## config.mk

```make
export PLATFORM = sky130hd
export DESIGN_NAME = seq_divider
export DESIGN_NICKNAME = d
export VERILOG_FILES = /design/src/rtl/seq_divider.sv
export SDC_FILE = /design/constraint.sdc
export NUM_CORES = 1
export LEC_CHECK = 0
export ABC_AREA = 1
export BUFFER_PORTS_ARGS = -buffer_cell sky130_fd_sc_hd__buf_4
export CORE_MARGIN = 2
export CORE_UTILIZATION = 50
export DETAILED_ROUTE_END_ITERATION = 8
export PLACE_DENSITY = 0.77
export SETUP_SLACK_MARGIN = 0.4
export SYNTH_ARGS = -nofsm -noshare
export SYNTH_HDL_FRONTEND = slang
export SYNTH_SLANG_ARGS = --single-unit
```

## constraint.sdc

```tcl
create_clock -name clk -period 8.13 [get_ports clk]
set_input_delay 2.439 -clock clk [delete_from_list [all_inputs] [get_ports clk]]
set_output_delay 2.439 -clock clk [all_outputs]
set_load 0.05 [all_outputs]
```

## src/rtl/seq_divider.sv

```systemverilog
module seq_divider #(
  parameter int W = 32
) (
  input  logic         clk,
  input  logic         rst_n,
  input  logic         start,
  input  logic         is_signed,
  input  logic [W-1:0] dividend,
  input  logic [W-1:0] divisor,
  output logic         busy,
  output logic         done,
  output logic [W-1:0] quotient,
  output logic [W-1:0] remainder
);
  localparam int CW = $clog2(W);
  localparam logic [CW-1:0] LAST = CW'(W - 1);

  typedef enum logic [1:0] {S_IDLE, S_CALC, S_DONE} st_t;

  st_t           st;
  logic [W-1:0]  acc, rem, dvs;
  logic [CW-1:0] cnt;
  logic          neg_q, neg_r;

  wire           a_neg  = is_signed & dividend[W-1];
  wire           b_neg  = is_signed & divisor[W-1];
  wire [W-1:0]   a_mag  = a_neg ? -dividend : dividend;
  wire [W-1:0]   b_mag  = b_neg ? -divisor : divisor;
  wire           accept = start && (st == S_IDLE);

  wire [W:0]     shifted = {rem, acc[W-1]};
  wire [W:0]     trial   = shifted - {1'b0, dvs};
  wire           fits    = ~trial[W];

  assign busy      = (st != S_IDLE);
  assign done      = (st == S_DONE);
  assign quotient  = neg_q ? -acc : acc;
  assign remainder = neg_r ? -rem : rem;

  always_ff @(posedge clk or negedge rst_n) begin
    if (!rst_n) begin
      st    <= S_IDLE;
      acc   <= '0;
      rem   <= '0;
      dvs   <= '0;
      cnt   <= '0;
      neg_q <= 1'b0;
      neg_r <= 1'b0;
    end else begin
      case (st)
        S_IDLE: if (accept) begin
          cnt <= '0;
          dvs <= b_mag;
          if (divisor == '0) begin
            acc   <= '1;
            rem   <= dividend;
            neg_q <= 1'b0;
            neg_r <= 1'b0;
            st    <= S_DONE;
          end else begin
            acc   <= a_mag;
            rem   <= '0;
            neg_q <= a_neg ^ b_neg;
            neg_r <= a_neg;
            st    <= S_CALC;
          end
        end
        S_CALC: begin
          rem <= fits ? trial[W-1:0] : shifted[W-1:0];
          acc <= {acc[W-2:0], fits};
          cnt <= cnt + 1'b1;
          if (cnt == LAST) st <= S_DONE;
        end
        default: st <= S_IDLE;
      endcase
    end
  end

  AST_DONE_ONE_CYCLE: assert property (@(posedge clk) disable iff (!rst_n)
    done |=> !done);
  AST_START_STALLS: assert property (@(posedge clk) disable iff (!rst_n)
    (start && !busy) |=> busy);
  AST_DONE_IN_BUSY: assert property (@(posedge clk) disable iff (!rst_n)
    done |-> busy);
  AST_ZERO_DIV_FAST: assert property (@(posedge clk) disable iff (!rst_n)
    (start && !busy && divisor == '0) |=> (done && quotient == '1));
  AST_RESULT_HELD: assert property (@(posedge clk) disable iff (!rst_n)
    (!busy && !start) |=> ($stable(quotient) && $stable(remainder)));
  AST_CALC_CONTINUES: assert property (@(posedge clk) disable iff (!rst_n)
    (busy && !done) |=> busy);
endmodule

```

==> results.json <==
{
  "crit_cells": 13,
  "row_count": 54,
  "grt_max_degree": 85,
  "synth.ff_latch_count": 105,
  "critPathArrivalTime_ns": 3.05,
  "clock_latency_ns": 0.37,
  "fillers": 2151,
  "criticalPathCategory": "register to primary output",
  "synth_cell_types": 49,
  "finalSetupViolations": 0,
  "cts_setup_buffers": 0,
  "n_antenna_cell": 0,
  "clockBufferDepth": 2,
  "final_layout_size_suffix_gt1_share_pct": 10.1,
  "maxSlewHeadroom_pct": 41.3,
  "antenna_found_initial": 0,
  "start_kind": "register",
  "synth_warnings": 0,
  "initial_core_util_pct": 50.6,
  "drv_cap": 0,
  "syn_area_um2": 11000,
  "hold_start": "dvs[5]",
  "cts_tree": "yes",
  "hold_depth": 2,
  "cts_buffers": 9,
  "die_h_um": 152,
  "r2r-start": "acc[31]",
  "post-route-drc-count": 0,
  "fmax_mhz": 182,
  "drt-total-wl_um": 35400,
  "nets": 2011,
  "cts_sinks": 105,
  "path_buf_inv": 3,
  "syn_area_per_cell_um2": 6.07,
  "reg2reg_to": "rem[28]",
  "gp_congestion": 0.968,
  "rr_worst_depth": 17,
  "syn2layout_area_growth_pct": 13.2,
  "reg2reg_slack_ns": 4.63,
  "grtUsageTotal_pct": 29.8,
  "outcome": "finished, final reports clean",
  "cp_cell_sequence": "inv_1 -> ha_1 -> inv_1 -> nor3_1 -> nand2_1 -> nor2_1 -> nand3_1 -> nor3_2 -> nor2_1 -> a21oi_1 -> nand2_1 -> xor2_1 -> buf_4",
  "clkTransAtPathRegs_ns": 0.08,
  "multiInputGateArea_um2": 6890,
  "cp_max_fo": 6,
  "synth_nets": 1916,
  "drt_iter0_markers": 950,
  "first_pass_iters": 6,
  "wl_per_cell_um": 16.2,
  "critPathRequiredTime_ns": 5.69,
  "fp.coreArea_um2": 21700,
  "hold_buffers": 0,
  "hold_end": "dvs[5]",
  "routed-via-count": 12000,
  "critPathCaptureType": "primary output",
  "slowest_stage": "dfrtp_1",
  "fin_crit_ns": 5.48,
  "viasPerCell": 5.48,
  "grt_pass1_wl_um": 56100,
  "post-route-period-util_pct": 67.5,
  "io_pins": 134,
  "worst_path_largest_cell_delay_ns": 0.40,
  "ys_seq_area_share_pct": 23.9,
  "cts-resized-gates": 0,
  "path_delay_family": "simple AND/OR/NAND/NOR gates",
  "max_slew.worst_pin.slew_ns": 0.881,
  "hpwlAfterDp_um": 27900,
  "clockRootBuffer": "clkbuf_16",
  "fin_skew_ns": 0.0129,
  "die_w_um": 152,
  "final_antenna_net_count": 0,
  "seqCellArea_um2": 2630,
  "finalSetupTns_ns": 0,
  "grt_overflow": 0,
  "cts_max_level": 3,
  "hold_viol": 0,
  "io_buffers": 133,
  "dieArea_um2": 23200,
  "grt_pass1_vias": 11000,
  "holdCritPathClass": "register to register",
  "syn_inst": 1809,
  "rsz0062_at_grt": "no",
  "drv_slew": 0
}
-- routing by layer --
metal / share of wire (%) / vias up / routed length (µm) / global-route usage [%]
li1: - / 5864 / - / -
met1: 45 / 5526 / 15900 / 41.7
met2: 43 / 524 / 15100 / 45.6
met3: 8.7 / 84 / 3080 / 6.17
met4: 3.6 / 0 / 1260 / 11.2
met5: 0 / - / 0 / 0
-- through the flow --
step / util [%] / cells / cell area (µm²) / setup WS (ns) / hold slack [ns]
after floorplan: - / 1809 / 11000 / 3.17 / 0.453
after global placement: 55.8 / 2173 / 12100 / 3.22 / 0.466
after detailed placement: 55.8 / 2173 / 12100 / 3.11 / 0.473
after CTS: 57.3 / 2189 / 12400 / 2.70 / 0.491
after global routing: 57.3 / 2189 / 12400 / 2.39 / 0.514
final: 57.3 / 2189 / 12400 / 2.65 / 0.489
-- cell usage after synthesis (all sizes together) --
cell	number	area [µm²]
nand4	32	215
fa	1	20.0
nor2	170	668
a21boi	27	203
a31oi	6	37.5
nand3b	3	22.5
xor2	109	955
nor3b	1	7.51
o41ai	2	17.5
a21o	2	15.0
o221ai	7	61.3
a21oi	76	392
and2	4	25.0
nand2	544	2060
o211ai	3	22.5
nor4	8	50.1
nand3	136	691
or2	6	37.5
buf	23	156
a22o	2	17.5
dfrtp	105	2630
o22ai	7	43.8
clkbuf	32	121
nor3	15	100
xnor2	11	96.3
a22oi	7	52.6
ha	38	475
inv	319	1200
o21ai	106	534
clkinv	1	3.75
o31ai	2	15.0
o21a	1	7.51
o21bai	3	22.5
-- logic make-up (layout without fill, tap and decap cells) --
kind of cell	Yosys count	count (layout)	share of synthesized area, %
compound gates	251	251	13.1
buf+inv	375	475	13.5
xor+xnor	120	120	9.58
simple gates	919	919	35.4
flops	105	105	23.9
fa+ha+maj	39	39	4.51
-- cell type report --
type / count / share of cell area, %
tap: 280 / 2.82
clock inverter: 7 / 0.765
sequential: 105 / 21.1
inverter: 320 / 9.66
clock buffer: 9 / 1.81
timing repair buffer: 139 / 8.40
multi-input combinational: 1329 / 55.4
-- worst reg2reg max path, delay by kind of cell (launching register included) --
family,cells,cell delay [ns]
adders and majority gates,2,0.47
and+or+nand+nor,12,2.14
AOI/OAI and AO/OA,1,0.14
buffers and inverters,2,0.30
DFF,1,0.37
-- worst max-delay path by stage --
stage	start	endpoint	slack, ns
after global routing	rem[0]	remainder[30]	2.39
after detailed placement	rem[0]	remainder[26]	3.11
after floorplan	rem[0]	remainder[26]	3.17
final	rem[0]	remainder[26]	2.65
after global placement	rem[0]	remainder[26]	3.22
after CTS	rem[0]	remainder[26]	2.70
-- state kept, by name, indices dropped and copies added, names as in the netlist --
name and flops:
acc 32, dvs 32, rem 32, cnt 5
st 2, neg_q 1, neg_r 1
-- placed cells by master (no fill, tap or decap), types with 3 or more instances in the layout --
cell,netlist,layout
a22oi_1,7,7
a21oi_1,73,73
and2_1,4,4
xnor2_1,11,11
nor2_1,160,158
inv_1,317,317
nor3_2,5,5
ha_1,38,38
o21bai_1,3,3
or2_2,5,5
nor3_1,10,10
a21oi_2,3,3
o21ai_0,103,103
buf_4,5,139
a21boi_1,27,27
nor2_2,9,9
nor2_4,1,3
o211ai_1,3,3
nand3b_1,3,3
xor2_1,109,109
dfrtp_1,105,105
nand2_2,3,4
nand4_1,31,31
a31oi_1,6,6
o221ai_1,7,7
nand3_1,134,134
nand2_1,539,538
clkbuf_16,0,9
o22ai_1,7,7
nor4_1,8,8
Power is not shown: default switching activity piles up to over one toggle a cycle in this logic, so the estimate is an artifact.
